File: src/rtl/mcs_pkg.sv
package mcs_pkg;
  typedef enum logic [1:0] {
    ST_IDLE   = 2'd0,
    ST_TOKREQ = 2'd1,
    ST_WAIT   = 2'd2,
    ST_ACTIVE = 2'd3
  } pst_e;
endpackage

File: src/rtl/mcs_rr_arb.sv
module mcs_rr_arb #(
  parameter int N = 4
) (
  input  logic         clk_i,
  input  logic         rst_ni,
  input  logic [N-1:0] req_i,
  input  logic         release_i,
  output logic [N-1:0] gnt_o
);
  localparam int IDX_W = (N > 1) ? $clog2(N) : 1;

  logic             busy_q;
  logic [IDX_W-1:0] ptr_q;
  logic [IDX_W-1:0] win;
  logic [IDX_W-1:0] idx;
  logic             found;

  // search upward from ptr_q, wrap around; only while token is free
  always_comb begin
    gnt_o = '0;
    win   = ptr_q;
    idx   = '0;
    found = 1'b0;
    if (!busy_q) begin
      for (int k = 0; k < N; k++) begin
        idx = IDX_W'((int'(ptr_q) + k) % N);
        if (!found && req_i[idx]) begin
          found = 1'b1;
          win   = idx;
        end
      end
    end
    if (found) gnt_o[win] = 1'b1;
  end

  always_ff @(posedge clk_i or negedge rst_ni) begin
    if (!rst_ni) begin
      busy_q <= 1'b0;
      ptr_q  <= '0;
    end else if (release_i) begin
      busy_q <= 1'b0;
    end else if (found) begin
      busy_q <= 1'b1;
      ptr_q  <= (win == IDX_W'(N - 1)) ? '0 : win + 1'b1;
    end
  end


  release_held_chk: assert property (@(posedge clk_i) disable iff (!rst_ni)
    release_i |-> busy_q);


  grant_locks_chk: assert property (@(posedge clk_i) disable iff (!rst_ni)
    (|gnt_o) |=> (busy_q && gnt_o == '0));
endmodule

File: src/rtl/mcs_tmo_timer.sv
module mcs_tmo_timer #(
  parameter int TMR_W = 8
) (
  input  logic             clk_i,
  input  logic             rst_ni,
  input  logic             run_i,
  input  logic [TMR_W-1:0] limit_i,
  output logic             expired_o
);
  logic [TMR_W-1:0] cnt_q;

  always_ff @(posedge clk_i or negedge rst_ni) begin
    if (!rst_ni)         cnt_q <= '0;
    else if (!run_i)     cnt_q <= '0;
    else if (~&cnt_q)    cnt_q <= cnt_q + 1'b1;
  end

  // all-ones limit never expires
  assign expired_o = run_i && !(&limit_i) && (cnt_q >= limit_i);
endmodule

File: src/rtl/mcs_port_ctl.sv
module mcs_port_ctl
  import mcs_pkg::*;
#(
  parameter int M     = 4,
  parameter int TMR_W = 8,
  parameter int GAP   = 2
) (
  input  logic             clk_i,
  input  logic             rst_ni,
  input  logic             vld_i,
  input  logic             mc_i,
  input  logic [M-1:0]     dst_i,
  input  logic [TMR_W-1:0] tmo_i,
  input  logic [M-1:0]     gnt_i,
  input  logic             tok_gnt_i,
  output logic             tok_req_o,
  output logic [M-1:0]     req_o,
  output logic             fire_o,
  output logic [M-1:0]     fire_mask_o,
  output logic             done_o,
  output logic             release_o,
  output logic             active_o
);
  localparam int GAP_W = (GAP > 1) ? $clog2(GAP) : 1;

  pst_e             st_q, st_d;
  logic [M-1:0]     resid_q, resid_d;
  logic [TMR_W-1:0] lim_q;
  logic [GAP_W-1:0] gap_q, gap_d;
  logic [M-1:0]     hit;
  logic             all_hit;
  logic             expired;

  mcs_tmo_timer #(.TMR_W(TMR_W)) u_tmr (
    .clk_i     (clk_i),
    .rst_ni    (rst_ni),
    .run_i     (active_o),
    .limit_i   (lim_q),
    .expired_o (expired)
  );

  assign active_o = (st_q == ST_ACTIVE);

  always_comb begin
    st_d        = st_q;
    resid_d     = resid_q;
    gap_d       = gap_q;
    req_o       = '0;
    tok_req_o   = 1'b0;
    fire_o      = 1'b0;
    fire_mask_o = '0;
    done_o      = 1'b0;
    hit         = '0;
    all_hit     = 1'b0;
    unique case (st_q)
      ST_IDLE: begin
        if (vld_i && !mc_i) begin
          // unicast: no first stage
          req_o       = dst_i;
          hit         = dst_i & gnt_i;
          fire_o      = |hit;
          fire_mask_o = hit;
          done_o      = |hit;
        end else if (vld_i && mc_i && (|dst_i)) begin
          st_d    = ST_TOKREQ;
          resid_d = dst_i;
        end
      end
      ST_TOKREQ: begin
        tok_req_o = 1'b1;
        if (tok_gnt_i) begin
          st_d = ST_ACTIVE;
        end else begin
          st_d  = ST_WAIT;
          gap_d = GAP_W'(GAP - 1);
        end
      end
      ST_WAIT: begin
        if (gap_q == '0) st_d = ST_TOKREQ;
        else             gap_d = gap_q - 1'b1;
      end
      ST_ACTIVE: begin
        req_o   = resid_q;
        hit     = resid_q & gnt_i;
        all_hit = (hit == resid_q);
        if (all_hit || (expired && (|hit))) begin
          fire_o      = 1'b1;
          fire_mask_o = hit;
          done_o      = all_hit;
          resid_d     = resid_q & ~hit;
          st_d        = all_hit ? ST_IDLE : ST_TOKREQ;
        end
      end
      default: st_d = ST_IDLE;
    endcase
  end

  assign release_o = active_o && fire_o;

  always_ff @(posedge clk_i or negedge rst_ni) begin
    if (!rst_ni) begin
      st_q    <= ST_IDLE;
      resid_q <= '0;
      lim_q   <= '0;
      gap_q   <= '0;
    end else begin
      st_q    <= st_d;
      resid_q <= resid_d;
      gap_q   <= gap_d;
      if (st_q == ST_IDLE) lim_q <= tmo_i;
    end
  end


  token_first_chk: assert property (@(posedge clk_i) disable iff (!rst_ni)
    $rose(active_o) |-> $past(tok_gnt_i));


  inf_full_chk: assert property (@(posedge clk_i) disable iff (!rst_ni)
    (active_o && fire_o && (&lim_q)) |-> done_o);


  partial_rearb_chk: assert property (@(posedge clk_i) disable iff (!rst_ni)
    (active_o && fire_o && !done_o) |=> tok_req_o);
endmodule

File: src/rtl/mcast_sched.sv
module mcast_sched #(
  parameter int NUM_PORTS = 4,
  parameter int NUM_OUTS  = 4,
  parameter int TMR_W     = 8,
  parameter int RETRY_GAP = 2
) (
  input  logic                          clk_i,
  input  logic                          rst_ni,
  input  logic [NUM_PORTS-1:0]          head_vld_i,
  input  logic [NUM_PORTS-1:0]          head_mc_i,
  input  logic [NUM_PORTS*NUM_OUTS-1:0] head_dst_i,
  input  logic [NUM_PORTS*TMR_W-1:0]    head_tmo_i,
  input  logic [NUM_PORTS*NUM_OUTS-1:0] gnt_i,
  output logic [NUM_PORTS*NUM_OUTS-1:0] req_o,
  output logic [NUM_PORTS-1:0]          fire_o,
  output logic [NUM_PORTS*NUM_OUTS-1:0] fire_mask_o,
  output logic [NUM_PORTS-1:0]          done_o
);
  logic [NUM_PORTS-1:0] tok_req;
  logic [NUM_PORTS-1:0] tok_gnt;
  logic [NUM_PORTS-1:0] rel;
  logic [NUM_PORTS-1:0] act;

  mcs_rr_arb #(.N(NUM_PORTS)) u_tok_arb (
    .clk_i     (clk_i),
    .rst_ni    (rst_ni),
    .req_i     (tok_req),
    .release_i (|rel),
    .gnt_o     (tok_gnt)
  );

  for (genvar p = 0; p < NUM_PORTS; p++) begin : g_port
    mcs_port_ctl #(
      .M     (NUM_OUTS),
      .TMR_W (TMR_W),
      .GAP   (RETRY_GAP)
    ) u_ctl (
      .clk_i       (clk_i),
      .rst_ni      (rst_ni),
      .vld_i       (head_vld_i[p]),
      .mc_i        (head_mc_i[p]),
      .dst_i       (head_dst_i[p*NUM_OUTS +: NUM_OUTS]),
      .tmo_i       (head_tmo_i[p*TMR_W +: TMR_W]),
      .gnt_i       (gnt_i[p*NUM_OUTS +: NUM_OUTS]),
      .tok_gnt_i   (tok_gnt[p]),
      .tok_req_o   (tok_req[p]),
      .req_o       (req_o[p*NUM_OUTS +: NUM_OUTS]),
      .fire_o      (fire_o[p]),
      .fire_mask_o (fire_mask_o[p*NUM_OUTS +: NUM_OUTS]),
      .done_o      (done_o[p]),
      .release_o   (rel[p]),
      .active_o    (act[p])
    );
  end


  single_owner_chk: assert property (@(posedge clk_i) disable iff (!rst_ni)
    $onehot0(act));
endmodule

File: config.mk
export PLATFORM = sky130hd
export DESIGN_NAME = mcast_sched
export DESIGN_NICKNAME = d
export VERILOG_FILES = /design/src/rtl/mcs_pkg.sv /design/src/rtl/mcs_rr_arb.sv /design/src/rtl/mcs_tmo_timer.sv /design/src/rtl/mcs_port_ctl.sv /design/src/rtl/mcast_sched.sv
export SDC_FILE = /design/constraint.sdc
export NUM_CORES = 1
export LEC_CHECK = 0
export CAP_MARGIN = 20
export CORE_MARGIN = 5
export CORE_UTILIZATION = 55
export DETAILED_ROUTE_END_ITERATION = 6
export GPL_TIMING_DRIVEN = 0
export PLACE_DENSITY = 0.78
export SETUP_SLACK_MARGIN = 0.05
export SYNTH_ARGS = -nofsm -noshare
export SYNTH_HDL_FRONTEND = slang
export SYNTH_HIERARCHICAL = 1
export SYNTH_SLANG_ARGS = --single-unit
File: constraint.sdc
create_clock -name clk_i -period 3.45 [get_ports clk_i]
set_input_delay 1.035 -clock clk_i [delete_from_list [all_inputs] [get_ports clk_i]]
set_output_delay 1.035 -clock clk_i [all_outputs]
set_load 0.02 [all_outputs]
After elaboration in Yosys (flattened, before gate mapping)
Cells that the tools add are included.
- bitwise logic cells: 17
- reductions and logical operators: 94
- order comparisons: 10
- multiplexer cells: 134
- equal/unequal tests: 41
- add/sub/neg operators: 12
- operators by type and width (kind ; number):
    two-way mux 4 bit ; 25
    case mux 4 bit (2 select lines) ; 12
    two-way mux 8 bit ; 8
    AND reduction 8 bit ; 8
    OR reduction 4 bit ; 13
    bitwise AND 4 bit ; 12
    two-way mux 1 bit ; 47
    two-way mux 2 bit ; 21
    != test 2 bit, second input constant ; 20
    adder 8 x 1 -> 8 bit, second input constant ; 4
    >= comparator 8 bit ; 4
    logical AND 1 bit ; 32
    case mux 2 bit (4 select lines) ; 4
    AND reduction 4 bit ; 8
    case mux 1 bit (2 select lines) ; 12
    == test 2 bit, second input constant ; 9
    nonzero test 2 bit ; 9
    == test 4 bit ; 4
    NOT 4 bit ; 4
    < comparator 2 x 3 -> 1 bit, second input constant ; 5
    zero test 1 bit ; 11
    AND reduction 2 bit ; 5
    binary-select mux 1 bit (select 2 bit) ; 4
    == test 2 x 1 -> 1 bit, second input constant ; 4
    9 further kinds ; 23
- register bits: 95
- word-level logic and storage cells: 330
- bits of input ports: 74
- output and inout port bits: 40

Depth between registers and ports, before layout
Gate-level depths: netlist (run 1).
- depth after elaboration: 25
- mapped depth: 13

Hierarchy
Netlist (run 1), hierarchy kept.
- by module, submodules not included (module ; instances ; area an instance (um^2) ; cells an instance ; seq. area each (um^2)):
    mcs_port_ctl ; 4 ; 1018.5 ; 101 ; 375.4
    mcs_tmo_timer ; 4 ; 619.3 ; 69 ; 200.2
    mcs_rr_arb ; 1 ; 367.9 ; 42 ; 75.1
    mcast_sched ; 1 ; 7.5 ; 1 ; 0.0

Least setup slack after synthesis (run 1)
OpenSTA, ideal clock, no wires.
- path type: reg-to-output
- from: register g_port[0].u_ctl.st_q[1]
- to: output fire_o[0]
- path buffers: 0
- required time: 2.415 ns
- arrival time: 2.205 ns
- stages on the path, launching flop included: 8
- slack: 0.210 ns
- cells stage by stage: dfrtp_1 -> ha_1 -> o21ai_0 -> or2_2 -> o31ai_1 -> a21boi_1 -> o21ai_0 -> a21oi_1
- longest elaborated chain between the ends: 7
- elaborated cells on any way between the ends: 8
- RTL lines (element ; line ; RTL):
    start, declared ; mcs_port_ctl.sv:26 ; pst_e st_q, st_d;
    start signal, assigned ; mcs_port_ctl.sv:107 ; st_q <= st_d;
    == test 2 bit ; mcs_port_ctl.sv:42 ; assign active_o = (st_q == ST_ACTIVE);
    named net act[0] ; mcast_sched.sv:22 ; logic [NUM_PORTS-1:0] act;
    logical AND 1 bit (2 in series) ; mcs_tmo_timer.sv:19 ; assign expired_o = run_i && !(&limit_i) && (cnt_q >= limit_i);
    named net g_port[0].u_ctl.expired ; mcs_port_ctl.sv:32 ; logic expired;
    logical AND 1 bit ; mcs_port_ctl.sv:86 ; if (all_hit || (expired && (|hit))) begin
    logical OR 1 bit ; mcs_port_ctl.sv:86 ;
    two-way mux 1 bit ; mcs_port_ctl.sv:86 ;
    case mux 1 bit (2 select lines) ; mcs_port_ctl.sv:55 ; unique case (st_q)
    end, declared ; mcast_sched.sv:15 ; output logic [NUM_PORTS-1:0] fire_o,
The timed path passes the listed nets, and every way through them passes these cells.

Worst setup path in the final report (run 1)
- from: register g_port[1].u_ctl.lim_q[1]
- to: output fire_mask_o[6]
- longest elaborated chain between the ends: 8
- elaborated cells on any way between the ends: 9
- RTL lines (element ; line ; RTL):
    start, declared ; mcs_port_ctl.sv:28 ; logic [TMR_W-1:0] lim_q;
    start signal, assigned ; mcs_port_ctl.sv:110 ; if (st_q == ST_IDLE) lim_q <= tmo_i;
    branches (longest 3 deep; another with >= comparator 8 bit) ; n/a ;
    logical AND 1 bit (*) ; mcs_tmo_timer.sv:19 ;
    named net g_port[1].u_ctl.expired ; mcs_port_ctl.sv:32 ;
    logical AND 1 bit (*) ; mcs_port_ctl.sv:86 ;
    logical OR 1 bit (*) ; mcs_port_ctl.sv:86 ;
    two-way mux 4 bit (*) ; mcs_port_ctl.sv:86 ;
    case mux 4 bit (2 select lines) (*) ; mcs_port_ctl.sv:55 ;
    end, declared ; mcast_sched.sv:16 ; output logic [NUM_PORTS*NUM_OUTS-1:0] fire_mask_o,
Mark *: on every way through the listed nets, which the timed path passes.

==> impl_metrics.toml, run 1 <==
[placed_design]
io_buffers = 113
routabilityCongestion = 0.8824
dp_hpwl_mm = 12.16

[route]
wirelength_mm = 17.97
drtAntennaViolNets = 0
drtIter0Drc = 421
vias_per_cell = 5.790
vias = 6178
drc = 0
avgRoutedWirePerCell_um = 16.84
firstDrtPassIters = 5

[timing]
max_slew_margin_pct = 56.64
min_period_ns = 3.448
finClkSkew_ns = 0.003807
worst_pin_slew_ns = 0.6505
finalSetupViolCount = 0
maxSlewViolCount = 0
hold_violations = 0
timing.final.crit_share_pct = 99.95
rsz0062_at_grt = "true"
fmax_mhz = 290.0

[logic_synthesis]
postSynthAreaPerCell_sq_um = 9.580
async_flop_share_pct = 100.0
yosys.area.top_type = "dfrtp_1"
yosysWarningCount = 6
synth_common_cells = "dfrtp_1, nand2_1, inv_1, ha_1, a21oi_1"
synth_flop_cell = "dfrtp_1"
ys_top_cells_by_area = "dfrtp_1, ha_1, mux2_2"
ys_seq_area_share_pct = 34.32
synth_fp_nets = 853
ys_seq_elements = 95
syn_area_sq_mm = 0.006927
yosysMostFrequentCell = "dfrtp_1"
synth_top_cell_area_share_pct = 34.32
synth.distinct_cells = 49
synth_enable_flop_cells = 0
synthesis.instances = 723

[critical_path]
critPathLaunchType = "register"
r2r_cells = 12
cp_data_arrival_time_ns = 2.41
r2r_setup_slack_ns = 0.26
critPathCaptureType = "primary output"
worstPathRequired_ns = 2.41
reg2reg_from = "g_port[3].u_ctl/lim_q[6]"
path_class = "register to primary output"
path_max_fanout = 6
r2r-end = "u_tok_arb/ptr_q[1]"

[floorplanning]
io_pins = 114
coreArea_sq_mm = 0.01247
rows = 41
die_h_um = 122.2
die_area_sq_mm = 0.01494
initial_core_util_pct = 55.57
die_width_um = 122.2

[global_route]
grt_pass1_wl_mm = 28.92
grt_max_degree = 50
antenna_found_initial = 0
grt-ovfl-total = 0
grt_pass1_vias = 6243
track_usage_pct = 23.60

[clock_network]
clockBufferDepth = 2
clk_pin_slew_worst_paths_ns = 0.07
numCtsBuffers = 9
clk_latency_ns = 0.35
cts_hold_buffers = 0
clock-root-buffer = "clkbuf_16"
cts_max_level = 3
cts.sinks = 95
cts_tree = "built"

[finish]
nNetsFinal = 1020
antenna_cells = 0
drive_gt1_share_pct = 34.97
fin_util_pct = 74.73
area_growth_pct = 34.48

[status]
status = "complete, no violations"

[power_and_ir_drop]
ir_drop_mv = 0.2981
pwr_density_cell_mw_per_mm2 = 243.8
total_power_uw = 2271
leakagePower_uw = 0.004158

[min_path]
whs_path_depth = 1
hold_end = "g_port[3].u_ctl/lim_q[4]"
hold_start = "g_port[3].u_ctl/lim_q[4]"
hold_path_class = "register to register"

[job]
drv_cap = 0
## worst max path at each step
stage                             startpoint                       end
floorplan            g_port[0].u_ctl/st_q[1]                 fire_o[0]
global placement                      rst_ni  g_port[3].u_ctl/lim_q[0]
detailed placement                 gnt_i[13]           fire_mask_o[14]
CTS                 g_port[3].u_ctl/lim_q[0]           fire_mask_o[14]
global route        g_port[1].u_ctl/lim_q[1]                 fire_o[1]
finish              g_port[1].u_ctl/lim_q[1]            fire_mask_o[6]
## metal layers
layer | GRT usage (%) | share of wire [%] | up-vias
li1 | - | - | 2970
met1 | 29.70 | 43 | 2975
met2 | 40.71 | 50 | 198
met5 | 0 | 0 | -
met4 | 8.817 | 2.1 | 0
met3 | 4.009 | 5.2 | 35
## cell usage in the layout, fill, tap and decap left out, types with 16 or more instances in the layout
cell / count
a31oi_1: 16
nand2_1: 83
inv_1: 65
mux2_4: 20
o32ai_2: 16
buf_4: 65
ha_1: 46
mux2_2: 49
nor2_1: 24
nand3_1: 37
a21oi_1: 45
clkdlybuf4s50_1: 56
dfrtp_1: 88
o21ai_0: 26
## logic make-up (layout without fill, tap and decap cells)
family | Yosys count | count (layout) | share of synthesized area (%)
and+or+nand+nor | 228 | 228 | 18.30
AOI/OAI and AO/OA | 178 | 178 | 18.37
DFF | 95 | 95 | 34.32
buffers and inverters | 82 | 254 | 4.624
muxes | 73 | 73 | 12.88
adders and majority gates | 56 | 56 | 10.12
xor gates and xnor gates | 11 | 11 | 1.391
## timing repair
action,4_1_cts,5_1_grt
setup endpoints to repair,42,40
gates resized for setup,236,92
setup buffers,21,21
cloned,0,0
pin swaps,13,32
## where the power goes
part           leakage (uW)  internal [uW]  total (uW)  switching (uW)
sequential          0.00127           1110        1110               0
combinational       0.00274           84.4         156            71.4
clock              0.000146            578        1000             424
## state kept, by name, indices dropped and copies added, names as in the netlist
signal and flops:
g_port.u_ctl/resid_q 16, g_port.u_ctl/st_q 8, u_tok_arb/busy_q 1, g_port.u_ctl/lim_q 32
u_tok_arb/ptr_q 2, g_port.u_ctl/u_tmr/cnt_q 32, g_port.u_ctl/gap_q 4
## metrics by stage
| step | cells | setup TNS (ns) | setup slack [ns] | hold slack (ns) | instance area (sq um) |
|---|---|---|---|---|---|
| floorplan | 723 | 0 | 0.2104 | 0.4903 | 6927 |
| detailed placement | 1009 | -25.80 | -0.9043 | 0.5260 | 8298 |
| finish | 1067 | 0 | 0.001786 | 0.5386 | 9315 |
| CTS | 1046 | 0 | 0.02907 | 0.5379 | 8946 |
| global placement | 1008 | -226.32 | -2.127 | 0.5201 | 8273 |
| global route | 1067 | -1.160 | -0.1209 | 0.5577 | 9315 |
## critical path: stages (launching register included)
cell and delay [ns]:
dfrtp_1 0.38, inv_1 0.07, ha_1 0.29, nand2_1 0.07
o21ai_2 0.12, a31oi_1 0.12, o31ai_2 0.29, a21boi_4 0.28
o21ai_4 0.11, o32ai_2 0.14, buf_4 0.19
## layout make-up
cell class,instances,area [sq um]
Multi-Input combinational cell,546,4773
Fill cell,861,3151
Sequential cell,95,2386
Timing Repair Buffer,156,1329
Inverter,68,255.2
Clock buffer,12,246.5
Tap cell,172,215.2
Buffer,14,65.06
Clock inverter,4,45.04
No activity file was read; power rests on OpenSTA's default activity.
==> inputs of run 2 (changes only) <==
--- a/config.mk
+++ b/config.mk
@@ -16,3 +16,4 @@
 export SYNTH_HDL_FRONTEND = slang
 export SYNTH_HIERARCHICAL = 1
 export SYNTH_SLANG_ARGS = --single-unit
+export TNS_END_PERCENT = 5
==> run 2 against run 1 <==
  * The flow now finishes with violations (negative setup slack)
  * Non-clock buffer count is 20 lower
  * Highest routed layer is now met5
  * Wire length is 3.7% lower
  * Sequential cell count stayed put
  * Critical endpoint is now fire_o[3]
==> impl_metrics.toml, run 2 (synthesis gave the netlist of run 1 again) <==
[status]
status = "finished, violations left"
violations = "negative setup slack"

[finish]
final_cell_area_sq_mm = 0.009021
multiInputGateArea_sq_mm = 0.004638
regArea_sq_mm = 0.002391
layout_common_cells = "nand2_1, dfrtp_1, inv_1"
antenna_cells = 0
nNetsFinal = 1000
fill_cells = 913
area_growth_pct = 30.24
drive_gt1_share_pct = 31.20
fin_util_pct = 72.37
reg_top3 = "g_port.u_ctl/lim_q x32, g_port.u_ctl/u_tmr/cnt_q x32, g_port.u_ctl/resid_q x16"

[timing]
worst_pin_slew_ns = 0.6298
final.setup.tns_ns = -0.2493
finClkSkew_ns = 0.003728
min_period_ns = 3.506
hold_violations = 0
maxSlewViolCount = 0
fmax_mhz = 285.3
finalSetupViolCount = 6
max_slew_margin_pct = 58.02
worst_slack_ns = -0.05557
timing.final.crit_share_pct = 101.6
rsz0062_at_grt = "true"

[critical_path]
cp_data_arrival_time_ns = 2.47
path_class = "register to primary output"
path_max_fanout = 6
critPathLaunchType = "register"
worstPathRequired_ns = 2.41
cpMaxStageDelayCell = "dfrtp_1"
max_stage_delay_ns = 0.38
critPathCaptureType = "primary output"
path_cells = "inv_2 -> ha_4 -> nand2_2 -> o21ai_2 -> a31oi_2 -> o31ai_2 -> a21boi_4 -> o21ai_4 -> a21oi_2 -> buf_4"

[global_route]
grt_pass1_wl_mm = 28.36
grt_pass1_vias = 6162
grt-ovfl-total = 0
grt_max_degree = 50
track_usage_pct = 23.07
antenna_found_initial = 1

[power_and_ir_drop]
clkPwrFrac_pct = 44.0
p_int_uw = 1775
total_power_uw = 2263
ir_drop_mv = 0.3191
netSwitchingPower_uw = 488.2
combPwrFrac_pct = 6.8
pwr_density_cell_mw_per_mm2 = 250.9
p_sw_share_pct = 21.57
seqPwrFrac_pct = 49.2
leakagePower_uw = 0.004046

[route]
routed.top_layer = "met5"
vias = 6070
vias_per_cell = 5.798
wirelength_mm = 17.30
drc = 0
avgRoutedWirePerCell_um = 16.52
drtAntennaViolNets = 0
wl_met3_um = 933
firstDrtPassIters = 5
wl_met1_mm = 7.383
drtIter0Drc = 380
wl_met2_mm = 8.651

[clock_network]
cts_hold_buffers = 0
cts_tree = "built"
numCtsBuffers = 9
clk_pin_slew_worst_paths_ns = 0.06
cts_max_level = 3
cts.sinks = 95
clockBufferDepth = 2
clock-root-buffer = "clkbuf_16"
clk_latency_ns = 0.35

[placed_design]
io_buffers = 113
placed_cell_area_sq_mm = 0.008298
dp_hpwl_mm = 12.16
routabilityCongestion = 0.8824

[floorplanning]
die_area_sq_mm = 0.01494
die_width_um = 122.2
rows = 41
coreArea_sq_mm = 0.01247
io_pins = 114
die_h_um = 122.2
initial_core_util_pct = 55.57

[job]
drv_cap = 0

[min_path]
hold_path_class = "register to register"
==> run 2: cell count changes in the layout (fill, tap and decap cells not counted), sizes merged <==
cell	change
dlygate4sd2	+3
clkdlybuf4s50	-1
buf	-23
dlymetal6s2s	+2
clkbuf	+1
clkdlybuf4s15	-2
==> run 2: cell type report <==
type                    instances  area share [%]
clock inverters                 4          0.4993
multi-input cells             546           51.41
clock buffers                  12           2.732
inverters                      68           2.829
plain buffers                  14          0.7212
flip-flops and latches         95           26.50
repair buffers                136           12.91
well taps                     172           2.386
==> run 2: path summary, 6_finish.rpt <==
kind	from	to	slack [ns]	cells after the start
hold reg to reg	g_port[2].u_ctl/u_tmr/cnt_q[2]	g_port[2].u_ctl/u_tmr/cnt_q[2]	0.53	1
max in group asynchronous	rst_ni	g_port[2].u_ctl/u_tmr/cnt_q[0]	2.08	2
hold / removal	g_port[2].u_ctl/u_tmr/cnt_q[2]	g_port[2].u_ctl/u_tmr/cnt_q[2]	0.53	1
setup reg to reg	g_port[1].u_ctl/u_tmr/cnt_q[0]	u_tok_arb/ptr_q[1]	0.28	13
min in group asynchronous	rst_ni	g_port[1].u_ctl/lim_q[3]	0.69	1
setup / recovery	g_port[3].u_ctl/lim_q[2]	fire_o[3]	-0.06	10
==> run 2: what timing repair did <==
item / in CTS / in global routing
buffers inserted: 5 / 17
pin swaps: 13 / 15
gates resized for setup: 209 / 80
setup endpoints to repair: 42 / 42
==> run 2: metrics by stage <==
step | cells | setup slack [ns] | hold slack (ns)
final | 1047 | -0.05557 | 0.5251
after global routing | 1047 | -0.1819 | 0.5513
after CTS | 1030 | -0.1534 | 0.5384
after detailed placement | 1009 | -0.9043 | 0.5260
after global placement | 1008 | -2.127 | 0.5201
after floorplan | 723 | 0.2104 | 0.4903
==> run 2: routing by layer <==
layer | track usage (%) | vias up
li1 | - | 2936
met1 | 29.09 | 2942
met2 | 39.09 | 167
met3 | 4.424 | 23
met4 | 9.167 | 2
met5 | 0 | -
==> run 2: critical path: cells and delay by family, from the launching register on <==
| family | cells | cell delay (ns) |
|---|---|---|
| buffers and inverters | 2 | 0.22 |
| adder cells (fa/ha/maj) | 1 | 0.26 |
| AND/OR/NAND/NOR | 1 | 0.04 |
| flip-flops | 1 | 0.38 |
| AO/OA/AOI/OAI | 6 | 1.21 |
==> run 2: power groups by stage <==
stage | Combinational (uW) | Clock (uW) | Sequential (uW)
global placement | 147 | 0 | 1140
detailed placement | 155 | 0 | 1130
global route | 166 | 1070 | 1110
finish | 153 | 997 | 1110
CTS | 151 | 1020 | 1110
floorplan | 21.7 | 0 | 1130
==> inputs of run 3 (changes only) <==
--- a/config.mk
+++ b/config.mk
@@ -6,6 +6,7 @@
 export NUM_CORES = 1
 export LEC_CHECK = 0
 export CAP_MARGIN = 20
+export CORE_ASPECT_RATIO = 1.4
 export CORE_MARGIN = 5
 export CORE_UTILIZATION = 55
 export DETAILED_ROUTE_END_ITERATION = 6
==> run 3 against run 2 <==
  * Utilization rose by 0.27 points
  * Clock-buffer cell count fell by 2
  * Cell count fell by 2.6%
  * Sequential cell count did not move
  * Combinational power barely moved
  * Global-route usage fell by 0.19 points
  * The run now ends clean
  * Sequential power barely moved
  * Critical path type unchanged
  * Sequential share of layout area rose by 0.10 points
  * Power rose by 3.1%
  * Critical endpoint is now fire_o[0]
  * Die area rose by 0.22%
==> impl_metrics.toml, run 3 (synthesis gave the netlist of run 1 again) <==
[placed_design]
routabilityCongestion = 0.8500
placed_cell_area_sq_mm = 0.008270
dp_hpwl_mm = 12.63
io_buffers = 113

[route]
drtIter0Drc = 216
vias = 6077
vias_per_cell = 5.958
drc = 0
drtAntennaViolNets = 0
wirelength_mm = 17.34
firstDrtPassIters = 4
avgRoutedWirePerCell_um = 17.00

[global_route]
grt_pass1_vias = 6377
grt_max_degree = 64
antenna_found_initial = 0
grt-ovfl-total = 0
grt_pass1_wl_mm = 29.36
track_usage_pct = 22.88

[critical_path]
r2r_setup_slack_ns = 0.21
r2r-end = "u_tok_arb/ptr_q[1]"
cp_data_arrival_time_ns = 2.41
critPathLaunchType = "register"
max_stage_delay_ns = 0.45
cpMaxStageDelayCell = "dfrtp_2"
r2r_cells = 12
reg2reg_from = "g_port[1].u_ctl/lim_q[2]"
path_cells = "ha_4 -> nand2_2 -> o21ai_2 -> a31oi_1 -> o31ai_1 -> a21boi_2 -> o21ai_4 -> a21oi_2 -> buf_6"
path_max_fanout = 6
critPathCaptureType = "primary output"
path_class = "register to primary output"
worstPathRequired_ns = 2.41

[clock_network]
clk_pin_slew_worst_paths_ns = 0.07
clk_latency_ns = 0.34
clock-root-buffer = "clkbuf_16"
cts_max_level = 3
cts.sinks = 95
numCtsBuffers = 9
clockBufferDepth = 2
cts_tree = "built"

[timing]
maxSlewViolCount = 0
finClkSkew_ns = 0.01149
finalSetupViolCount = 0
fmax_mhz = 290.4
hold_violations = 0
timing.final.crit_share_pct = 99.83
max_slew_margin_pct = 62.05
min_period_ns = 3.444
worst_pin_slew_ns = 0.5692
rsz0062_at_grt = "true"

[finish]
fin_util_pct = 72.63
nNetsFinal = 995
final_common_cell = "dfrtp_1"
layout_common_cells = "dfrtp_1, nand2_1, inv_1"
fill_cells = 914
reg_top3 = "g_port.u_ctl/lim_q x32, g_port.u_ctl/u_tmr/cnt_q x32, g_port.u_ctl/resid_q x16"
area_growth_pct = 29.73
drive_gt1_share_pct = 31.95
final_cell_area_sq_mm = 0.008986
antenna_cells = 0

[status]
status = "complete, no violations"

[floorplanning]
die_h_um = 142.8
coreArea_sq_mm = 0.01237
io_pins = 114
initial_core_util_pct = 55.99
rows = 48
die_width_um = 104.8
die_area_sq_mm = 0.01497

[min_path]
hold_end = "g_port[2].u_ctl/lim_q[3]"
hold_path_class = "register to register"
whs_path_depth = 1
hold_start = "g_port[2].u_ctl/lim_q[3]"

[job]
drv_cap = 0

[power_and_ir_drop]
pwr_density_cell_mw_per_mm2 = 259.6
ir_drop_mv = 0.2300
leakagePower_uw = 0.004014
==> run 3: layer usage <==
layer	routed length [um]	vias to the layer above	track usage [%]
li1	-	2921	-
met1	6831	2974	25.71
met2	9570	157	43.07
met3	642	25	4.297
met4	297	0	7.744
met5	0	-	0
==> run 3: metrics by stage <==
step	setup WS, ns	power (uW)	hold WS (ns)	TNS, ns	cells
3_3_place_gp	-2.160	1284	0.5204	-230.08	986
2_1_floorplan	0.2104	1157	0.4903	0	723
5_1_grt	-0.1055	2428	0.5536	-1.366	1020
3_5_place_dp	-0.9804	1291	0.5249	-26.94	987
6_report	0.005997	2333	0.5414	0	1020
4_1_cts	-0.08035	2359	0.5357	-0.2200	1010
==> run 3: where the power goes <==
group | internal [uW] | switching (uW) | leakage [uW]
combinational | 82.6 | 69.8 | 0.00260
clock | 639 | 428 | 0.000149
sequential | 1110 | 0 | 0.00127
==> run 3: timing repair <==
| action | in CTS | in global routing |
|---|---|---|
| pin swaps | 11 | 23 |
| hold buffers | 0 | 0 |
| resized for setup | 219 | 87 |
| endpoints found under the setup margin | 42 | 41 |
| setup buffers | 7 | 10 |
==> run 3: final cells by class <==
class	count	area (sq um)	area share [%]
sequential	95	2391	26.61
clock inverter	6	92.59	1.030
tap	150	187.7	2.089
timing repair buffer	131	1105	12.29
clock buffer	10	229.0	2.548
inverter	68	255.2	2.840
multi-input combinational	546	4661	51.87
buffer	14	65.06	0.7240
==> run 3: worst max-delay path by stage <==
| stage | start | to | slack [ns] | cells after the start |
|---|---|---|---|---|
| finish | g_port[0].u_ctl/u_tmr/cnt_q[1] | fire_o[0] | 0.006 | 9 |
| global route | g_port[0].u_ctl/u_tmr/cnt_q[1] | fire_o[0] | -0.11 | 9 |
| CTS | g_port[3].u_ctl/u_tmr/cnt_q[2] | fire_mask_o[14] | -0.08 | 9 |
| detailed placement | gnt_i[2] | fire_mask_o[3] | -0.98 | 6 |
| global placement | rst_ni | g_port[0].u_ctl/resid_q[1] | -2.16 | 1 |
| floorplan | g_port[0].u_ctl/st_q[1] | fire_o[0] | 0.21 | 7 |
==> run 3: critical path: cells and delay by family, from the launching register on <==
family / cells / cell delay, ns
AOI/OAI and AO/OA: 6 / 1.15
DFF: 1 / 0.45
adders and majority gates: 1 / 0.28
buffers and inverters: 1 / 0.14
and+or+nand+nor: 1 / 0.05
